## src/rtl/bitload_pkg.sv

```systemverilog
package bitload_pkg;

  typedef enum logic [2:0] {
    ST_IDLE  = 3'd0,
    ST_PGM_A = 3'd1,
    ST_PGM_B = 3'd2,
    ST_INIT  = 3'd3,
    ST_FETCH = 3'd4,
    ST_SHIFT = 3'd5,
    ST_DONE  = 3'd6
  } seq_state_t;

  function automatic int unsigned max2(input int unsigned a, input int unsigned b);
    return (a > b) ? a : b;
  endfunction

endpackage

```

## src/rtl/bitload_sync.sv

```systemverilog
module bitload_sync #(
  parameter int unsigned W = 2
) (
  input  logic         clk,
  input  logic         rst_n,
  input  logic [W-1:0] async_i,
  output logic [W-1:0] sync_o
);

  for (genvar g = 0; g < W; g++) begin : g_bit
    logic s1_q, s2_q;
    always_ff @(posedge clk or negedge rst_n) begin
      if (!rst_n) begin
        s1_q <= 1'b0;
        s2_q <= 1'b0;
      end else begin
        s1_q <= async_i[g];
        s2_q <= s1_q;
      end
    end
    assign sync_o[g] = s2_q;
  end

endmodule

```

## src/rtl/bitload_shift.sv

```systemverilog
module bitload_shift #(
  parameter int unsigned CLK_DIV = 4
) (
  input  logic       clk,
  input  logic       rst_n,
  input  logic       load_i,
  input  logic [7:0] data_i,
  output logic       idle_o,
  output logic       cclk_o,
  output logic       din_o
);

  localparam int unsigned DIV_W = (CLK_DIV > 1) ? $clog2(CLK_DIV) : 1;
  localparam logic [DIV_W-1:0] DIV_LAST = DIV_W'(CLK_DIV - 1);

  logic             busy_q, busy_d;
  logic [7:0]       sreg_q, sreg_d;
  logic [2:0]       bit_q, bit_d;
  logic [DIV_W-1:0] div_q, div_d;
  logic             cclk_q, cclk_d;
  logic             en;

  always_comb begin
    busy_d = busy_q;
    sreg_d = sreg_q;
    bit_d  = bit_q;
    div_d  = div_q;
    cclk_d = cclk_q;
    en     = 1'b0;
    if (!busy_q) begin
      if (load_i) begin
        en     = 1'b1;
        busy_d = 1'b1;
        sreg_d = data_i;
        bit_d  = '0;
        div_d  = '0;
        cclk_d = 1'b0;
      end
    end else begin
      en = 1'b1;
      if (div_q == DIV_LAST) begin
        div_d = '0;
        if (!cclk_q) begin
          cclk_d = 1'b1;
        end else begin
          cclk_d = 1'b0;
          sreg_d = {1'b0, sreg_q[7:1]};
          if (bit_q == 3'd7) begin
            busy_d = 1'b0;
          end else begin
            bit_d = bit_q + 3'd1;
          end
        end
      end else begin
        div_d = div_q + DIV_W'(1);
      end
    end
  end

  always_ff @(posedge clk or negedge rst_n) begin
    if (!rst_n) begin
      busy_q <= 1'b0;
      sreg_q <= '0;
      bit_q  <= '0;
      div_q  <= '0;
      cclk_q <= 1'b0;
    end else if (en) begin
      busy_q <= busy_d;
      sreg_q <= sreg_d;
      bit_q  <= bit_d;
      div_q  <= div_d;
      cclk_q <= cclk_d;
    end
  end

  assign idle_o = !busy_q;
  assign cclk_o = cclk_q;
  assign din_o  = sreg_q[0];

endmodule

```

## src/rtl/bitload_ctrl.sv

```systemverilog
module bitload_ctrl
  import bitload_pkg::*;
#(
  parameter int unsigned        ADDR_W     = 24,
  parameter int unsigned        BYTE_COUNT = 169216,
  parameter logic [ADDR_W-1:0]  BASE_ADDR  = '0,
  parameter int unsigned        PROG_DLY   = 200,
  parameter int unsigned        POLL_DLY   = 200,
  parameter int unsigned        INIT_TMO   = 1000000,
  parameter int unsigned        DONE_TMO   = 1000000
) (
  input  logic              clk,
  input  logic              rst_n,
  input  logic              start_i,
  input  logic              init_s_i,
  input  logic              done_s_i,
  input  logic              sh_idle_i,
  input  logic              mem_valid_i,
  output logic              busy_o,
  output logic              fin_o,
  output logic              err_o,
  output logic              prog_oe_o,
  output logic              mem_req_o,
  output logic [ADDR_W-1:0] mem_addr_o,
  output logic              sh_load_o
);

  localparam int unsigned DLY_MAX = max2(PROG_DLY, POLL_DLY);
  localparam int unsigned TMO_MAX = max2(INIT_TMO, DONE_TMO);
  localparam int unsigned DLY_W   = $clog2(DLY_MAX + 1);
  localparam int unsigned TMO_W   = $clog2(TMO_MAX + 1);
  localparam int unsigned CNT_W   = $clog2(BYTE_COUNT + 1);

  localparam logic [DLY_W-1:0] PROG_LAST = DLY_W'(PROG_DLY - 1);
  localparam logic [DLY_W-1:0] POLL_LAST = DLY_W'(POLL_DLY - 1);
  localparam logic [TMO_W-1:0] INIT_LAST = TMO_W'(INIT_TMO - 1);
  localparam logic [TMO_W-1:0] DONE_LAST = TMO_W'(DONE_TMO - 1);
  localparam logic [CNT_W-1:0] BYTE_LAST = CNT_W'(BYTE_COUNT - 1);

  seq_state_t        state_q, state_d;
  logic [DLY_W-1:0]  dly_q, dly_d;
  logic [TMO_W-1:0]  tmo_q, tmo_d;
  logic [CNT_W-1:0]  idx_q, idx_d;
  logic [ADDR_W-1:0] addr_q, addr_d;
  logic              fin_q, fin_d;
  logic              err_q, err_d;
  logic              ptr_en, flag_en;

  always_comb begin
    state_d   = state_q;
    dly_d     = dly_q;
    tmo_d     = tmo_q;
    idx_d     = idx_q;
    addr_d    = addr_q;
    fin_d     = fin_q;
    err_d     = err_q;
    ptr_en    = 1'b0;
    flag_en   = 1'b0;
    sh_load_o = 1'b0;

    unique case (state_q)
      ST_IDLE: begin
        if (start_i) begin
          flag_en = 1'b1;
          err_d   = 1'b0;
          if (done_s_i) begin
            fin_d = 1'b1;
          end else begin
            fin_d   = 1'b0;
            dly_d   = '0;
            state_d = ST_PGM_A;
          end
        end
      end
      ST_PGM_A: begin
        if (dly_q == PROG_LAST) begin
          dly_d   = '0;
          state_d = ST_PGM_B;
        end else begin
          dly_d = dly_q + DLY_W'(1);
        end
      end
      ST_PGM_B: begin
        if (dly_q == PROG_LAST) begin
          dly_d   = '0;
          tmo_d   = '0;
          state_d = ST_INIT;
        end else begin
          dly_d = dly_q + DLY_W'(1);
        end
      end
      ST_INIT: begin
        tmo_d = tmo_q + TMO_W'(1);
        if (dly_q == POLL_LAST) begin
          dly_d = '0;
        end else begin
          dly_d = dly_q + DLY_W'(1);
        end
        if (dly_q == POLL_LAST && init_s_i) begin
          ptr_en  = 1'b1;
          idx_d   = '0;
          addr_d  = BASE_ADDR;
          state_d = ST_FETCH;
        end else if (tmo_q == INIT_LAST) begin
          flag_en = 1'b1;
          fin_d   = 1'b1;
          err_d   = 1'b1;
          state_d = ST_IDLE;
        end
      end
      ST_FETCH: begin
        if (mem_valid_i && sh_idle_i) begin
          sh_load_o = 1'b1;
          state_d   = ST_SHIFT;
        end
      end
      ST_SHIFT: begin
        if (sh_idle_i) begin
          if (idx_q == BYTE_LAST) begin
            tmo_d   = '0;
            state_d = ST_DONE;
          end else begin
            ptr_en  = 1'b1;
            idx_d   = idx_q + CNT_W'(1);
            addr_d  = addr_q + ADDR_W'(1);
            state_d = ST_FETCH;
          end
        end
      end
      ST_DONE: begin
        tmo_d = tmo_q + TMO_W'(1);
        if (done_s_i) begin
          flag_en = 1'b1;
          fin_d   = 1'b1;
          state_d = ST_IDLE;
        end else if (tmo_q == DONE_LAST) begin
          flag_en = 1'b1;
          fin_d   = 1'b1;
          err_d   = 1'b1;
          state_d = ST_IDLE;
        end
      end
      default: state_d = ST_IDLE;
    endcase
  end

  always_ff @(posedge clk or negedge rst_n) begin
    if (!rst_n) begin
      state_q <= ST_IDLE;
      dly_q   <= '0;
      tmo_q   <= '0;
    end else begin
      state_q <= state_d;
      dly_q   <= dly_d;
      tmo_q   <= tmo_d;
    end
  end

  always_ff @(posedge clk or negedge rst_n) begin
    if (!rst_n) begin
      idx_q  <= '0;
      addr_q <= '0;
    end else if (ptr_en) begin
      idx_q  <= idx_d;
      addr_q <= addr_d;
    end
  end

  always_ff @(posedge clk or negedge rst_n) begin
    if (!rst_n) begin
      fin_q <= 1'b0;
      err_q <= 1'b0;
    end else if (flag_en) begin
      fin_q <= fin_d;
      err_q <= err_d;
    end
  end

  assign busy_o     = (state_q != ST_IDLE);
  assign fin_o      = fin_q;
  assign err_o      = err_q;
  assign prog_oe_o  = (state_q != ST_IDLE) && (state_q != ST_PGM_B);
  assign mem_req_o  = (state_q == ST_FETCH);
  assign mem_addr_o = addr_q;

endmodule

```

## src/rtl/bitload_seq.sv

```systemverilog
module bitload_seq
  import bitload_pkg::*;
#(
  parameter int unsigned       ADDR_W     = 24,
  parameter int unsigned       BYTE_COUNT = 169216,
  parameter logic [ADDR_W-1:0] BASE_ADDR  = '0,
  parameter int unsigned       CLK_DIV    = 4,
  parameter int unsigned       PROG_DLY   = 200,
  parameter int unsigned       POLL_DLY   = 200,
  parameter int unsigned       INIT_TMO   = 1000000,
  parameter int unsigned       DONE_TMO   = 1000000
) (
  input  logic              clk,
  input  logic              rst_n,
  input  logic              start_i,
  output logic              busy_o,
  output logic              fin_o,
  output logic              err_o,
  output logic              mem_req_o,
  output logic [ADDR_W-1:0] mem_addr_o,
  input  logic              mem_valid_i,
  input  logic [7:0]        mem_data_i,
  output logic              prog_oe_o,
  output logic              cclk_o,
  output logic              din_o,
  input  logic              init_i,
  input  logic              done_i
);

  logic [1:0] pins_sy;
  logic       init_sy, done_sy;
  logic       sh_idle, sh_load;

  bitload_sync #(.W(2)) u_sync (
    .clk     (clk),
    .rst_n   (rst_n),
    .async_i ({done_i, init_i}),
    .sync_o  (pins_sy)
  );

  assign init_sy = pins_sy[0];
  assign done_sy = pins_sy[1];

  bitload_ctrl #(
    .ADDR_W     (ADDR_W),
    .BYTE_COUNT (BYTE_COUNT),
    .BASE_ADDR  (BASE_ADDR),
    .PROG_DLY   (PROG_DLY),
    .POLL_DLY   (POLL_DLY),
    .INIT_TMO   (INIT_TMO),
    .DONE_TMO   (DONE_TMO)
  ) u_ctrl (
    .clk         (clk),
    .rst_n       (rst_n),
    .start_i     (start_i),
    .init_s_i    (init_sy),
    .done_s_i    (done_sy),
    .sh_idle_i   (sh_idle),
    .mem_valid_i (mem_valid_i),
    .busy_o      (busy_o),
    .fin_o       (fin_o),
    .err_o       (err_o),
    .prog_oe_o   (prog_oe_o),
    .mem_req_o   (mem_req_o),
    .mem_addr_o  (mem_addr_o),
    .sh_load_o   (sh_load)
  );

  bitload_shift #(.CLK_DIV(CLK_DIV)) u_shift (
    .clk    (clk),
    .rst_n  (rst_n),
    .load_i (sh_load),
    .data_i (mem_data_i),
    .idle_o (sh_idle),
    .cclk_o (cclk_o),
    .din_o  (din_o)
  );

endmodule

```

## config.mk

```make
export PLATFORM = sky130hd
export DESIGN_NAME = bitload_seq
export DESIGN_NICKNAME = d
export VERILOG_FILES = /design/src/rtl/bitload_pkg.sv /design/src/rtl/bitload_sync.sv /design/src/rtl/bitload_shift.sv /design/src/rtl/bitload_ctrl.sv /design/src/rtl/bitload_seq.sv
export SDC_FILE = /design/constraint.sdc
export NUM_CORES = 1
export LEC_CHECK = 0
export ABC_AREA = 1
export BUFFER_PORTS_ARGS = -buffer_cell sky130_fd_sc_hd__buf_4
export CAP_MARGIN = 10
export CORE_MARGIN = 2
export CORE_UTILIZATION = 31
export CTS_CLUSTER_SIZE = 24
export DETAILED_ROUTE_END_ITERATION = 8
export SYNTH_ARGS = -nofsm -noshare
export SYNTH_HDL_FRONTEND = slang
export SYNTH_SLANG_ARGS = --single-unit
```

## constraint.sdc

```tcl
create_clock -name clk -period 2.3 [get_ports clk]
set_input_delay 0.115 -clock clk [delete_from_list [all_inputs] [get_ports clk]]
set_output_delay 0.115 -clock clk [all_outputs]
set_load 0.03 [all_outputs]
```

==> Word-level counts from Yosys, hierarchy flattened <==
Cells that the tools add are included.
{ "word_totals": {"regBits": 94, "in_bits": 14, "output_inout_bits": 31, "elab_cells": 142} }
{ "op_classes": {"add_sub_neg": 6, "eq_ne": 26, "muxes": 71, "reduce_logical": 23} }
{ "op_table": {"columns": ["op", "n"], "rows": [
  ["24-bit 2-to-1 mux", 3],
  ["20-bit 2-to-1 mux", 3],
  ["20-bit case mux with 3 select lines", 1],
  ["8-bit 2-to-1 mux", 7],
  ["18-bit 2-to-1 mux", 3],
  ["24-bit case mux with 2 select lines", 1],
  ["3-bit 2-to-1 mux", 14],
  ["18-bit case mux with 2 select lines", 1],
  ["1-bit 2-to-1 mux", 28],
  ["24-bit by 1-bit adder with 24-bit output, second input constant", 1],
  ["3-bit case mux with 7 select lines", 1],
  ["20-bit by 1-bit adder with 20-bit output, second input constant", 1],
  ["20-bit == test, second input constant", 1],
  ["18-bit by 1-bit adder with 18-bit output, second input constant", 1],
  ["18-bit == test, second input constant", 1],
  ["2-bit != test, second input constant", 9],
  ["8-bit case mux with 2 select lines", 1],
  ["5-bit AND reduction", 3],
  ["3-bit == test, second input constant", 4],
  ["4-bit AND reduction", 3],
  ["2-bit by 1-bit != test with 1-bit output, second input constant", 5],
  ["1-bit case mux with 3 select lines", 3],
  ["3-bit nonzero test", 3],
  ["8-bit by 1-bit adder with 8-bit output, second input constant", 1],
  ["other kinds (18)", 27]
]} }

==> Depth between registers and ports, before layout <==
{ "logic_depth": {"ltp_word": 7, "mapped_depth": 12, "depth_no_buf": 11} }

==> Hierarchy <==
A second synthesis with hierarchy kept.
{ "hier_totals": {"cells_unflattened": 844, "area_unflattened_um2": 5859.4} }
{ "modules_own_cells": {"columns": ["module", "n_inst", "cells_each", "area_each_um2", "seq_area_each_um2"], "rows": [
  ["bitload_ctrl", 1, 738, 4923.5, 1876.8],
  ["bitload_shift", 1, 100, 820.8, 375.4],
  ["bitload_sync", 1, 6, 115.1, 100.1]
]} }

==> Worst setup path after synthesis <==
No wires, ideal clock.
{ "synth_timing": {"path_type": "reg-to-reg", "from": "register u_ctrl.addr_q[0] (netlist: u_ctrl.mem_addr_o[0])", "to": "register u_ctrl.addr_q[16] (netlist: u_ctrl.mem_addr_o[16])", "arrival_ns": 1.680, "slack_ns": 0.494, "stages_incl_launch_ff": 9, "n_path_buf": 0, "period_less_slack_ns": 1.806, "path_cell_list": "dfrtp_1 ha_1 inv_1 nor3_2 nand2_1 nor2_1 nand2_1 nand4_1 o21ai_0"} }
{ "synth_via": {"elab_chain_len": 4} }
{ "synth_rtl": {"columns": ["element", "line_no", "source"], "rows": [
  ["from (decl)", "bitload_ctrl.sv:44", "logic [ADDR_W-1:0] addr_q, addr_d;"],
  ["from (signal assigned)", "bitload_ctrl.sv:165", "addr_q <= addr_d;"],
  ["24-bit by 1-bit adder with 24-bit output", "bitload_ctrl.sv:125", "addr_d = addr_q + ADDR_W'(1);"],
  ["24-bit 2-to-1 mux", "bitload_ctrl.sv:119", "if (idx_q == BYTE_LAST) begin"],
  ["24-bit 2-to-1 mux", "bitload_ctrl.sv:118", "if (sh_idle_i) begin"],
  ["24-bit case mux with 2 select lines", "bitload_ctrl.sv:61", "unique case (state_q)"]
]} }
No other way between the ends. The select of a mux whose other input is x is not followed.
A chain may end at the register's enable or synchronous reset.

==> Worst setup path after layout <==
{ "layout_timing": {"from": "register u_ctrl.idx_q[0]", "to": "register u_ctrl.idx_q[2]"} }
{ "layout_via": {"elab_chain_len": 5} }
{ "layout_rtl": {"columns": ["element", "line_no", "source"], "rows": [
  ["from (decl)", "bitload_ctrl.sv:43", "logic [CNT_W-1:0] idx_q, idx_d;"],
  ["from (signal assigned)", "bitload_ctrl.sv:164", "idx_q <= idx_d;"],
  ["branches (longest 5 deep; another with 18-bit by 1-bit adder with 18-bit output)", null, null]
]} }
Several ways; the timed one is not identified. The select of a mux whose other input is x is not followed.

==> flow_metrics.py <==
metrics = {
    "layout": {
        "antenna-diode-count": 0,
        "drive_above_1_share": 0.1334,
        "fin_nets": 833,
        "final_cell_mix": "nand2_1, dfrtp_1, nand3_1",
        "utilization": 0.3657,
        "fill_cells": 1888,
        "final_common_cell": "nand2_1",
        "area_growth_pct": 15.89,
        "final_cells": 1046,
    },
    "cts": {
        "cts.clk_slew.worst_paths_ps": 60,
        "root_buffer": "clkbuf_16",
        "clkLatencyLatePin_ps": 360,
        "post-cts-setup-buffer-count": 0,
        "ctsResizeCount": 0,
        "cts_buffer_depth": 2,
        "cts_sinks": 94,
        "cts_hold_buf": 3,
        "cts_tree": "done",
        "htree_levels": 3,
        "numCtsBuffers": 9,
    },
    "timing": {
        "hold_viol": 0,
        "rsz0062_at_grt": "false",
        "max_freq_mhz": 495.6,
        "relSlewSlack": 0.4816,
        "finalSetupTns_ps": 0,
        "timing.final.crit_share": 0.8773,
        "worstMarginPinSlew_ps": 777.6,
        "slew_violations": 0,
        "finClkSkew_ps": 14.44,
        "postLayoutSetupSlackWorst_ps": 282.2,
        "post-route-min-period_ps": 2018,
        "setup_viol": 0,
    },
    "synthesis": {
        "synth_fp_nets": 783,
        "synth_cell_types": 46,
        "ys_async_sr_fraction": 1.000,
        "synthCells": 762,
        "synthFlopType": "dfrtp_1",
        "synth_enable_flop_cells": 0,
        "avgSynthCellArea_um2": 7.440,
        "ys_ff_latch": 94,
        "synthesis.area_um2": 5669,
        "synth-seq-area-share": 0.4149,
        "yosys_warnings": 0,
    },
    "drt": {
        "drc": 0,
        "num_vias": 5158,
        "via_per_inst": 4.931,
        "wl_per_cell_um": 13.69,
        "routed_wl_um": 14320,
        "drtIter0Drc": 259,
        "ant_nets": 0,
        "dr.pass1.iters": 4,
    },
    "grt": {
        "grt_pass1_wl_um": 24000,
        "grt_max_degree": 47,
        "antenna_found_initial": 0,
        "grt_pass1_vias": 4748,
        "grt_overflow": 0,
        "track_usage": 0.1513,
    },
    "power_and_ir_drop": {
        "power_density_nw_per_um2": 481.9,
        "p_sw_mw": 0.7245,
        "swShare": 0.2289,
        "vdd.ir_drop.worst_v": 0.0003958,
        "pwr-share-clk": 0.457,
        "combPwrFrac": 0.019,
        "seq_power_share": 0.524,
        "p_int_mw": 2.441,
        "power_leakage_nw": 2.938,
        "power.total_mw": 3.166,
    },
    "setup_path": {
        "worst_ep_required_time_ps": 2540,
        "cp.arrival_ps": 2260,
        "cp_slowest_stage_delay_ps": 470,
        "critical_path_class": "reg -> reg",
        "cp_slowest_cell": "dfrtp_1",
        "crit_path_end_kind": "flop",
        "start_kind": "flop",
        "cpMostUsedCell": "nand2_4",
        "cp_max_fo": 46,
        "crit_chain": "ha_1, nand2_1, nor2_2, nand2_2, nor2_4, nand2_4, nand2_4, nand2_4, buf_12, a21oi_1, nor2_1",
    },
    "die": {
        "die_x_um": 139.2,
        "ios": 45,
        "rows": 49,
        "design.core.area_um2": 17960,
        "die_y_um": 139.2,
        "die_area_um2": 19390,
        "start_util": 0.3156,
    },
    "run_status": {
        "status": "finished clean",
    },
    "placement": {
        "place_ws_ps": 330.4,
        "port_buffers": 44,
        "place_hpwl_um": 10530,
        "dp_cells": 1027,
        "place_congestion": 0.8983,
    },
    "job": {
        "maxCapViolations": 0,
    },
    "worst_hold_path": {
        "hp-class": "in -> reg",
    },
}
==> cells by family (layout without fill, tap and decap cells) <==
| family | after synthesis | after routing | synth area share |
|---|---|---|---|
| mux | 1 | 1 | 0.001986 |
| compound gates | 96 | 96 | 0.1015 |
| xor+xnor | 20 | 20 | 0.03090 |
| simple gates | 443 | 443 | 0.3584 |
| buf+inv | 101 | 156 | 0.07680 |
| flops | 94 | 94 | 0.4149 |
| fa+ha+maj | 7 | 7 | 0.01545 |
==> critical path, delay by kind of cell (launching register included) <==
kind	cells	cell delay, ps
fa+ha+maj	1	240
buf+inv	1	230
compound gates	1	150
simple gates	8	790
flops	1	470
==> layout make-up <==
class                      instances  area [um^2]  share of cell area
tap                              229        286.5             0.04361
sequential                        94         2352              0.3580
timing repair buffer              57        460.4             0.07008
multi-input combinational        567         2882              0.4386
inverter                          83        311.5             0.04742
clock buffer                      11        242.7             0.03695
clock inverter                     5        35.03            0.005332
==> per-layer routing <==
metal	global-route usage	part of all wire	wire length, um	vias to the layer above
met5	0	0	0	-
met2	0.2322	0.45	6407	109
met1	0.2109	0.49	6996	2388
met3	0.03338	0.045	648	19
li1	-	-	-	2642
met4	0.05263	0.018	262	0
==> synth_stat cells, types with 3 or more instances <==
| master | number | area [um^2] |
|---|---|---|
| nand2_1 | 193 | 724.4 |
| dfrtp_1 | 94 | 2352 |
| nand3_1 | 85 | 425.4 |
| nor2_1 | 79 | 296.5 |
| inv_1 | 76 | 285.3 |
| nand4_1 | 39 | 244.0 |
| o21ai_0 | 31 | 155.2 |
| o21ai_1 | 23 | 115.1 |
| nor3_1 | 20 | 100.1 |
| xor2_1 | 19 | 166.4 |
| a21oi_1 | 11 | 55.05 |
| a31oi_1 | 7 | 43.79 |
| ha_1 | 7 | 87.58 |
| inv_2 | 7 | 26.28 |
| o21ai_2 | 7 | 61.31 |
| buf_2 | 6 | 30.03 |
| o22ai_1 | 5 | 31.28 |
| nor2_2 | 4 | 25.02 |
| a21oi_2 | 3 | 26.28 |
| buf_4 | 3 | 22.52 |
| clkbuf_1 | 3 | 11.26 |
| nand2_2 | 3 | 18.77 |
| nand2_4 | 3 | 33.78 |
| nand3b_1 | 3 | 22.52 |
| nor2_4 | 3 | 33.78 |
| or2_2 | 3 | 18.77 |
==> per-stage QoR <==
stage	area (um^2)	hold WS, ps
2_1_floorplan	5669	-180.6
3_3_place_gp	6262	155.3
3_5_place_dp	6262	158.0
4_1_cts	6570	0.6270
5_1_grt	6570	12.52
6_report	6570	11.45
==> flip-flops by register name, indices dropped and copies added (netlist names), 2 cells and up <==
register,flops
u_shift.div_q,2
u_sync.g_bit.s2_q,2
u_ctrl.idx_q,18
u_ctrl.mem_addr_o,24
u_ctrl.state_q,3
u_ctrl.tmo_q,20
u_shift.sreg_q,8
u_ctrl.dly_q,8
u_shift.bit_q,3
u_sync.g_bit.s1_q,2
==> worst paths after layout <==
| check | start | to | slack [ps] | depth (start not counted) |
|---|---|---|---|---|
| max in group asynchronous | rst_n | u_ctrl.mem_addr_o[17]$_DFFE_PN0P_ | 1330 | 3 |
| max | u_ctrl.idx_q[0]$_DFFE_PN0P_ | u_ctrl.idx_q[2]$_DFFE_PN0P_ | 280 | 11 |
| min | mem_data_i[7] | u_shift.sreg_q[7]$_DFFE_PN0P_ | 10 | 3 |
| min reg2reg | u_sync.g_bit[0].s1_q$_DFF_PN0_ | u_sync.g_bit[0].s2_q$_DFF_PN0_ | 340 | 0 |
| min in group asynchronous | rst_n | u_ctrl.tmo_q[19]$_DFFE_PN0P_ | 300 | 2 |
| max reg2reg | u_ctrl.idx_q[0]$_DFFE_PN0P_ | u_ctrl.idx_q[2]$_DFFE_PN0P_ | 280 | 11 |
==> power by group through the flow <==
stage / registers, mW / clock network [mW] / logic [mW]
floorplan: 1.69 / 0 / 0.000473
global route: 1.66 / 1.54 / 0.0724
CTS: 1.66 / 1.49 / 0.0657
detailed placement: 1.69 / 0 / 0.0617
global placement: 1.69 / 0 / 0.0613
finish: 1.66 / 1.45 / 0.0610
(Power assumes the default switching activity.)
